--- config.mk ---
export PLATFORM = sky130hd
export DESIGN_NAME = ssc_modulator
export DESIGN_NICKNAME = d
export VERILOG_FILES = /design/src/rtl/ssc_pkg.sv /design/src/rtl/ssc_ctrl_reg.sv /design/src/rtl/ssc_rate_gen.sv /design/src/rtl/ssc_profile.sv /design/src/rtl/ssc_modulator.sv
export SDC_FILE = /design/constraint.sdc
export NUM_CORES = 2
export LEC_CHECK = 0
export CAP_MARGIN = 20
export CORE_UTILIZATION = 31
export DETAILED_ROUTE_END_ITERATION = 12
export PLACE_DENSITY_LB_ADDON = 0.2
export SLEW_MARGIN = 20
export SYNTH_ARGS = -nofsm -noshare
export SYNTH_HDL_FRONTEND = slang
export SYNTH_SLANG_ARGS = --single-unit
--- constraint.sdc ---
create_clock -name clk -period 127.1 [get_ports clk]
set_clock_uncertainty 0.15 [all_clocks]
set_input_delay 19.065 -clock clk [delete_from_list [all_inputs] [get_ports clk]]
set_output_delay 19.065 -clock clk [all_outputs]
set_load 0.1 [all_outputs]
--- src/rtl/ssc_pkg.sv ---
package ssc_pkg;

    localparam int CTRL_W  = 13;
    localparam int AMP_W   = 5;
    localparam int RATE_W  = 4;
    localparam int PERMILLE = 1000;

    // control word, bit positions fixed by the register layout
    typedef struct packed {
        logic [AMP_W-1:0]  amp;     // 12:8
        logic [RATE_W-1:0] rate;    // 7:4
        logic              down;    // 3
        logic              restart; // 2
        logic              stop;    // 1
        logic              bypass;  // 0
    } ctrl_t;

    localparam logic [CTRL_W-1:0] CTRL_RST = 13'h0007;

    function automatic logic [RATE_W-1:0] rate_last(input logic [RATE_W-1:0] r);
        return (r == '0) ? '0 : r - 1'b1;
    endfunction

endpackage

--- src/rtl/ssc_ctrl_reg.sv ---
module ssc_ctrl_reg
    import ssc_pkg::*;
(
    input  logic        clk,
    input  logic        rst,
    input  logic        wr_en,
    input  logic [31:0] wr_data,
    output ctrl_t       ctrl
);

    logic [CTRL_W-1:0] q;
    logic [CTRL_W-1:0] mask;
    logic [CTRL_W-1:0] data;
    logic              rsvd_unused;

    assign mask        = wr_data[16 +: CTRL_W];
    assign data        = wr_data[CTRL_W-1:0];
    assign rsvd_unused = ^{wr_data[31:16+CTRL_W], wr_data[15:CTRL_W]};

    always_ff @(posedge clk) begin
        if (rst)
            q <= CTRL_RST;
        else if (wr_en)
            q <= (q & ~mask) | (data & mask);
    end

    assign ctrl = ctrl_t'(q);

    p_masked_hold_r2: assert property (@(posedge clk) disable iff (rst)
        (wr_en && wr_data[31:16] == 16'h0) |=> $stable(q));

    p_idle_hold_r2: assert property (@(posedge clk) disable iff (rst)
        !wr_en |=> $stable(q));

endmodule

--- src/rtl/ssc_rate_gen.sv ---
module ssc_rate_gen
    import ssc_pkg::*;
#(
    parameter int IDX_W = 7
) (
    input  logic              clk,
    input  logic              rst,
    input  logic              ref_tick,
    input  logic              run,
    input  logic              restart,
    input  logic [RATE_W-1:0] rate,
    output logic [IDX_W-1:0]  idx
);

    logic [RATE_W-1:0] cnt;
    logic [RATE_W-1:0] last;

    assign last = rate_last(rate);

    always_ff @(posedge clk) begin
        if (rst || restart) begin
            cnt <= '0;
            idx <= '0;
        end else if (run && ref_tick) begin
            if (cnt >= last) begin
                cnt <= '0;
                idx <= idx + 1'b1;
            end else begin
                cnt <= cnt + 1'b1;
            end
        end
    end

    p_hold_restart_r4: assert property (@(posedge clk) disable iff (rst)
        restart |=> (idx == '0 && cnt == '0));

    p_single_step_r6: assert property (@(posedge clk) disable iff (rst)
        !$stable(idx) |-> (idx == '0 || idx == IDX_W'($past(idx) + 1'b1)));

    p_frozen_r3: assert property (@(posedge clk) disable iff (rst)
        (!run && !restart) |=> $stable(idx));

    p_no_tick_r5: assert property (@(posedge clk) disable iff (rst)
        (!ref_tick && !restart) |=> $stable(idx));

endmodule

--- src/rtl/ssc_profile.sv ---
module ssc_profile
    import ssc_pkg::*;
#(
    parameter int IDX_W = 7,
    parameter int FB_W  = 36
) (
    input  logic [IDX_W-1:0]   idx,
    input  logic [AMP_W-1:0]   amp,
    input  logic               down,
    input  logic [FB_W-1:0]    fb,
    output logic signed [FB_W:0] offset
);

    localparam int LVL_W  = IDX_W - 1;
    localparam int PEAK   = (1 << LVL_W) - 1;
    localparam int DEN    = PEAK * PERMILLE;
    localparam int PROD_W = IDX_W + AMP_W + FB_W;

    logic [LVL_W-1:0]  lvl;
    logic [IDX_W-1:0]  twice;
    logic [IDX_W-1:0]  mag;
    logic              neg;
    logic [PROD_W-1:0] prod;
    logic [PROD_W-1:0] quo;
    logic [FB_W:0]     quo_t;

    // rising half uses the index, falling half its complement
    assign lvl   = idx[IDX_W-1] ? ~idx[LVL_W-1:0] : idx[LVL_W-1:0];
    assign twice = {lvl, 1'b0};

    always_comb begin
        if (down) begin
            neg = 1'b1;
            mag = IDX_W'(PEAK) - IDX_W'(lvl);
        end else if (twice >= IDX_W'(PEAK)) begin
            neg = 1'b0;
            mag = twice - IDX_W'(PEAK);
        end else begin
            neg = 1'b1;
            mag = IDX_W'(PEAK) - twice;
        end
    end

    assign prod   = PROD_W'(mag) * PROD_W'(amp) * PROD_W'(fb);
    assign quo    = prod / PROD_W'(DEN);
    assign quo_t  = (FB_W+1)'(quo);
    assign offset = neg ? -$signed(quo_t) : $signed(quo_t);

endmodule

--- src/rtl/ssc_modulator.sv ---
module ssc_modulator
    import ssc_pkg::*;
#(
    parameter int INT_W  = 12,
    parameter int FRAC_W = 24,
    parameter int IDX_W  = 7
) (
    input  logic              clk,
    input  logic              rst,
    input  logic              ref_tick,
    input  logic              wr_en,
    input  logic [31:0]       wr_data,
    input  logic [INT_W-1:0]  fb_int,
    input  logic [FRAC_W-1:0] fb_frac,
    output logic [INT_W-1:0]  fb_out_int,
    output logic [FRAC_W-1:0] fb_out_frac
);

    localparam int FB_W = INT_W + FRAC_W;

    ctrl_t               ctrl;
    logic [IDX_W-1:0]    idx;
    logic [FB_W-1:0]     nom;
    logic signed [FB_W:0] offset;
    logic signed [FB_W:0] sum;
    logic                active;
    logic                apply;
    logic [FB_W-1:0]     out_q;

    assign nom    = {fb_int, fb_frac};
    assign active = !ctrl.bypass && !ctrl.stop;
    assign apply  = active && !ctrl.restart && (fb_frac == '0);

    ssc_ctrl_reg u_ctrl (
        .clk     (clk),
        .rst     (rst),
        .wr_en   (wr_en),
        .wr_data (wr_data),
        .ctrl    (ctrl)
    );

    ssc_rate_gen #(.IDX_W(IDX_W)) u_rate (
        .clk      (clk),
        .rst      (rst),
        .ref_tick (ref_tick),
        .run      (active),
        .restart  (ctrl.restart),
        .rate     (ctrl.rate),
        .idx      (idx)
    );

    ssc_profile #(.IDX_W(IDX_W), .FB_W(FB_W)) u_prof (
        .idx    (idx),
        .amp    (ctrl.amp),
        .down   (ctrl.down),
        .fb     (nom),
        .offset (offset)
    );

    assign sum = $signed({1'b0, nom}) + offset;

    always_ff @(posedge clk) begin
        if (rst)
            out_q <= '0;
        else if (apply)
            out_q <= FB_W'(sum);
        else
            out_q <= nom;
    end

    assign fb_out_int  = out_q[FB_W-1:FRAC_W];
    assign fb_out_frac = out_q[FRAC_W-1:0];

    p_pass_through_r3: assert property (@(posedge clk) disable iff (rst)
        !active |=> out_q == $past(nom));

    p_restart_zero_r4: assert property (@(posedge clk) disable iff (rst)
        ctrl.restart |=> out_q == $past(nom));

    p_amp_zero_r10: assert property (@(posedge clk) disable iff (rst)
        (ctrl.amp == '0) |=> out_q == $past(nom));

    p_frac_gate_r11: assert property (@(posedge clk) disable iff (rst)
        (fb_frac != '0) |=> out_q == $past(nom));

    p_down_below_r9: assert property (@(posedge clk) disable iff (rst)
        ctrl.down |=> out_q <= $past(nom));

endmodule

==> Word-level counts from Yosys, hierarchy flattened <==
Index checks and enable logic that the tools add are counted.
{ "totals": {"latchBits": 0, "n_memories": 0, "output_inout_bits": 36, "register_bits": 60, "in_bits": 72, "mem_bits_ro": 0, "wordCells": 42, "mem_bits_rw": 0} }
{ "op_classes": {"magnitude_cmp": 2, "muxes": 9, "div": 1, "n_bitwise": 5, "mul": 2, "n_addsub": 8, "n_reduce_logical": 11, "eq_ne": 0, "shift": 0} }
{ "ops": {"columns": ["op", "n"], "rows": [
  ["2-to-1 mux 36 bit", 2],
  ["divider 48 x 16 -> 48 bit (second input constant)", 1],
  ["multiplier 12 x 36 -> 48 bit", 1],
  ["adder 36 bit", 1],
  ["negation 36 bit", 1],
  ["bitwise AND 13 bit", 2],
  ["zero test 24 bit", 1],
  ["2-to-1 mux 7 bit", 2],
  ["NOT 13 bit", 1],
  ["OR 13 bit", 1],
  ["multiplier 7 x 5 -> 12 bit", 1],
  ["2-to-1 mux 4 bit", 2],
  ["adder 7 x 1 -> 7 bit (second input constant)", 1],
  [">= comparator 7 x 6 -> 1 bit (second input constant)", 1],
  ["subtractor 6 x 6 -> 7 bit (first input constant)", 1],
  ["subtractor 6 x 7 -> 7 bit (first input constant)", 1],
  ["subtractor 7 x 6 -> 7 bit (second input constant)", 1],
  ["2-to-1 mux 6 bit", 1],
  ["NOT 6 bit", 1],
  ["adder 4 x 1 -> 4 bit (second input constant)", 1],
  [">= comparator 4 bit", 1],
  ["logical AND 1 bit", 4],
  ["zero test 4 bit", 1],
  ["subtractor 4 x 1 -> 4 bit (second input constant)", 1],
  ["4 further kinds", 7]
]} }

==> Logic depth before layout (Yosys ltp) <==
{ "depth": {"depth_word": 12, "depth_mapped": 229, "depth_no_buf": 198} }

==> Modules after synthesis <==
From an unflattened synthesis, not the netlist that was laid out.
{ "unflattened": {"cells_unflattened": 5398, "area_unflattened_um2": 40567.7} }
{ "modules_own_cells": {"columns": ["mod", "n_inst", "area_each_um2", "seq_area_each_um2", "cells_each"], "rows": [
  ["ssc_profile", 1, 35985.8, 0.0, 4835],
  ["ssc_modulator", 1, 3328.2, 720.7, 430],
  ["ssc_rate_gen", 1, 679.4, 220.2, 80],
  ["ssc_ctrl_reg", 1, 574.3, 260.2, 53]
]} }

==> Worst setup path after synthesis <==
No wires, ideal clock.
{ "synth_path": {"path_type": "in2reg", "from": "input fb_frac[17]", "to": "register out_q[35]", "setup_time_ns": 0.070, "required_ns": 126.880, "slack_ns": 64.808, "path_buffers": 15, "t_arrival_ns": 62.072, "stages": 191, "path_cell_list": "clkbuf_1 -> nand2_1 -> fa_1 -> inv_1 -> fa_1 -> fa_1 -> fa_1 -> inv_1 -> fa_1 -> inv_1 -> ha_1 -> buf_6 -> nand4_4 -> or4_4 -> o21ai_1 -> nor3_2 -> a211o_1 -> or4_4 -> [155 not listed] -> o21bai_1 -> a21oi_1 -> o21bai_1 -> a21o_1 -> a21o_1 -> a21o_1 -> a21o_1 -> a21o_1 -> a21o_1 -> a21o_1 -> a21o_1 -> a21o_1 -> a21o_1 -> a21o_1 -> a21oi_1 -> xor2_1 -> or3_1 -> a21oi_1"} }
{ "synth_between": {"elab_chain_cells": 6, "elab_cells_between_ends": 8, "classes_between": "2 x add/sub; 1 x mul; 1 x div; 2 x mux; 2 x reduce/logical"} }
{ "synth_rtl": {"columns": ["item", "line", "text"], "rows": [
  ["from (decl)", "ssc_modulator.sv:14", "input logic [FRAC_W-1:0] fb_frac,"],
  ["multiplier 12 x 36 -> 48 bit", "ssc_profile.sv:44", "assign prod = PROD_W'(mag) * PROD_W'(amp) * PROD_W'(fb);"],
  ["divider 48 x 16 -> 48 bit", "ssc_profile.sv:45", "assign quo = prod / PROD_W'(DEN);"],
  ["negation 36 bit", "ssc_profile.sv:47", "assign offset = neg ? -$signed(quo_t) : $signed(quo_t);"],
  ["2-to-1 mux 36 bit", "ssc_profile.sv:47", null],
  ["adder 36 bit", "ssc_modulator.sv:60", "assign sum = $signed({1'b0, nom}) + offset;"],
  ["2-to-1 mux 36 bit *", "ssc_modulator.sv:65", "else if (apply)"],
  ["to (signal assigned)", "ssc_modulator.sv:66", "out_q <= FB_W'(sum);"],
  ["to (signal assigned)", "ssc_modulator.sv:68", "out_q <= nom;"],
  ["to (decl)", "ssc_modulator.sv:28", "logic [FB_W-1:0] out_q;"]
]} }
Every way passes the cells marked *; elsewhere a longest branch is shown, timed or not.
A chain may end at the register's enable or synchronous reset.

==> Final worst setup path <==
{ "layout_path": {"from": "input fb_frac[13]", "to": "register out_q[34]"} }
The elaborated chain is that of the path after synthesis.

==> key figures <==
Synth
  • Synth Area in Simple Gates: 24.2%
  • Post-synthesis cell area: 0.0392 mm^2
  • Main combinational cell family by area after synthesis: compound AO/OA/AOI/OAI gates
  • Synth Flop Type: dfxtp_1
  • Yosys top cell by area: fa_1
  • Adder-Cell Fraction of Synth Area: 23.1%
  • Share of the synthesized area in the top cell type: 18.0%
  • Distinct cells, synth: 195
  • Post-Syn Area per Cell: 7.63 um^2
  • Compound-Gate Fraction of Synth Area: 27.7%
  • Post-synthesis mux area share: 3.72%
  • Yosys reg bits: 60
  • Post-synthesis cell count: 5137
  • Seq/Total Area, Yosys: 3.06%
  • Mapped Nets: 5714
  • Top post-synthesis cells by area: fa_1 18%, nand2_1 6.3%, xnor2_1 5.5%, ha_1 4.9%, inv_1 4.5%
  • Ys Warns: 0
  • Async SR Flop Fraction: 0%
  • XOR/XNOR Fraction of Synth Area: 9.35%
  • Post-synth EDFFs: 0

STA
  • Post-layout min period: 75.58 ns
  • Worst hold margin: 0.356 ns
  • Max-slew headroom: 23.2%
  • Fin. max-slew vios: 0
  • Setup violations, final: 0
  • Hold Violations, Final: 0
  • Worst-margin pin slew: 1.14 ns
  • Post-route clock period utilization: 59.5%
  • Maximum clock rate: 13.2 MHz
  • Unrepaired setup endpoints after global routing: no
  • Post-route setup TNS: 0 ns

Clock network
  • Clk buf depth: 2
  • Hold Buf Count CTS: 0
  • Clock transition at the registers of the reported paths: 0.06 ns
  • Clock sinks: 60
  • Post-CTS Setup Bufs: 0
  • H-tree Lvls: 3
  • Post-cts gate resize count: 0
  • Root Driver: clkbuf_16
  • Worst-Skew Late Latency: 0.40 ns
  • CTS Buf Count: 9
  • CTS tree: built

Floorplan
  • Die width: 358 um
  • Core area: 0.126 mm^2
  • Number of I/O pins: 108
  • Die area: 0.128 mm^2
  • Initial Util: 31.2%
  • Rows: 130
  • Die Y: 358 um

Worst setup path
  • Crit path required time: 127.19 ns
  • Critical Path Start: fb_frac[13]
  • Worst r2r path cells: 200
  • Critical path's slowest cell: clkdlybuf4s50_1
  • Crit. End Element: flop
  • Reg-to-Reg Start: u_rate.idx[5]$_SDFFE_PP0P_
  • Crit path max fanout: 30
  • CP most frequent cell: a21oi_1
  • Reg-to-reg slack, setup: 66.20 ns
  • Largest stage delay on the critical path: 1.03 ns
  • Critical path type: input pin to flop
  • Crit path arrival time: 75.68 ns
  • Startpoint types: input pin

Layout
  • Sequential cell area: 0.00120 mm^2
  • Most frequent cells in the layout: 658 x nand2_1, 469 x inv_1, 363 x nor2_1, 353 x fa_1, 349 x a21oi_1
  • Area of the multi-input gates: 0.0346 mm^2
  • Fill cell count: 13500
  • Net count, final: 5626
  • Most common cell after layout, fill and taps aside: nand2_1
  • Layout area overhead: 5.41%
  • Share of cells above drive strength 1: 10.9%

Routing
  • Vias: 36900
  • Average wire per standard cell: 18.9 um
  • Routed wire length: 127000 um
  • Remaining DRCs: 3
  • Post-DR vias/cell: 5.51
  • Remaining antenna violation count: 0
  • First-pass DRT Iterations: 9
  • Drt initial violations: 2533

Run status
  • Failing checks: design-rule violations
  • Status: finished, violations left

Global routing
  • M1 GR Usage: 27.5%
  • First-pass GRT wire length: 203000 um
  • GR peak layer: met2
  • Met2 usage: 32.2%
  • Initial antenna violation count: 6
  • Vias in the first global route: 35800
  • GRT Total Usage: 19.6%
  • Pin count of the biggest net entering global routing: 51
  • M3 GR Usage: 2.18%
  • Grt ovf: 0

Place
  • Detailed placement HPWL: 102000 um
  • Routability cong.: 0.887
  • Port buffer count: 101

Worst hold path
  • WHS Path Cells: 2
  • Worst hold path class: flop to flop

Job
  • Max Cap Viol: 0
path summary, 6_finish.rpt:
kind,to
min,flop
max,out_q[34]$_SDFF_PP0_
max reg2reg,out_q[34]$_SDFF_PP0_
min reg2reg,flop
layout make-up:
type,instances,area share [%]
sequential,60,2.91
antenna,2,0.0121
clock buffer,10,0.578
multi-input combinational,4353,83.7
clock inverter,6,0.115
tap,1650,5.00
inverter,475,4.35
timing repair buffer,150,3.32
cell families after synthesis:
family          after synthesis
simple gates               1899
compound gates             1423
buf+inv                     724
fa+ha+maj                   514
xor+xnor                    391
mux                         126
flops                        60
synthesized netlist by cell type (all sizes together), types with 119 or more instances:
cell    instances
xnor2         260
o21ai         241
clkbuf        126
inv           474
nand2         680
ha            152
and2          199
buf           119
fa            353
xor2          131
nor3          145
a21oi         381
nand3         138
nor2          385
through the flow:
stage | cell area [um^2] | setup slack (ns) | instances | utilization [%]
6_report | 41300 | 51.52 | 6706 | 32.9
5_1_grt | 41300 | 47.71 | 6704 | 32.9
4_1_cts | 41300 | 51.76 | 6704 | 32.9
3_5_place_dp | 41000 | 51.48 | 6688 | 32.7
3_3_place_gp | 41000 | 51.60 | 6687 | 32.7
2_1_floorplan | 39200 | 64.81 | 5137 | -
worst max-delay path, delay by kind of cell:
kind	cells	cell delay, ns
compound gates	109	33.42
simple gates	38	9.61
xor+xnor	10	4.02
fa+ha+maj	8	3.89
mux	8	2.77
buf+inv	10	2.66
routing by layer:
metal / vias up / share of wire, %
li1: 17900 / -
met1: 18200 / 48
met2: 779 / 46
met3: 94 / 4.4
met4: 8 / 2.0
met5: - / 0.043
Power is not shown: default switching activity piles up to over one toggle a cycle in this logic, so the estimate is an artifact.
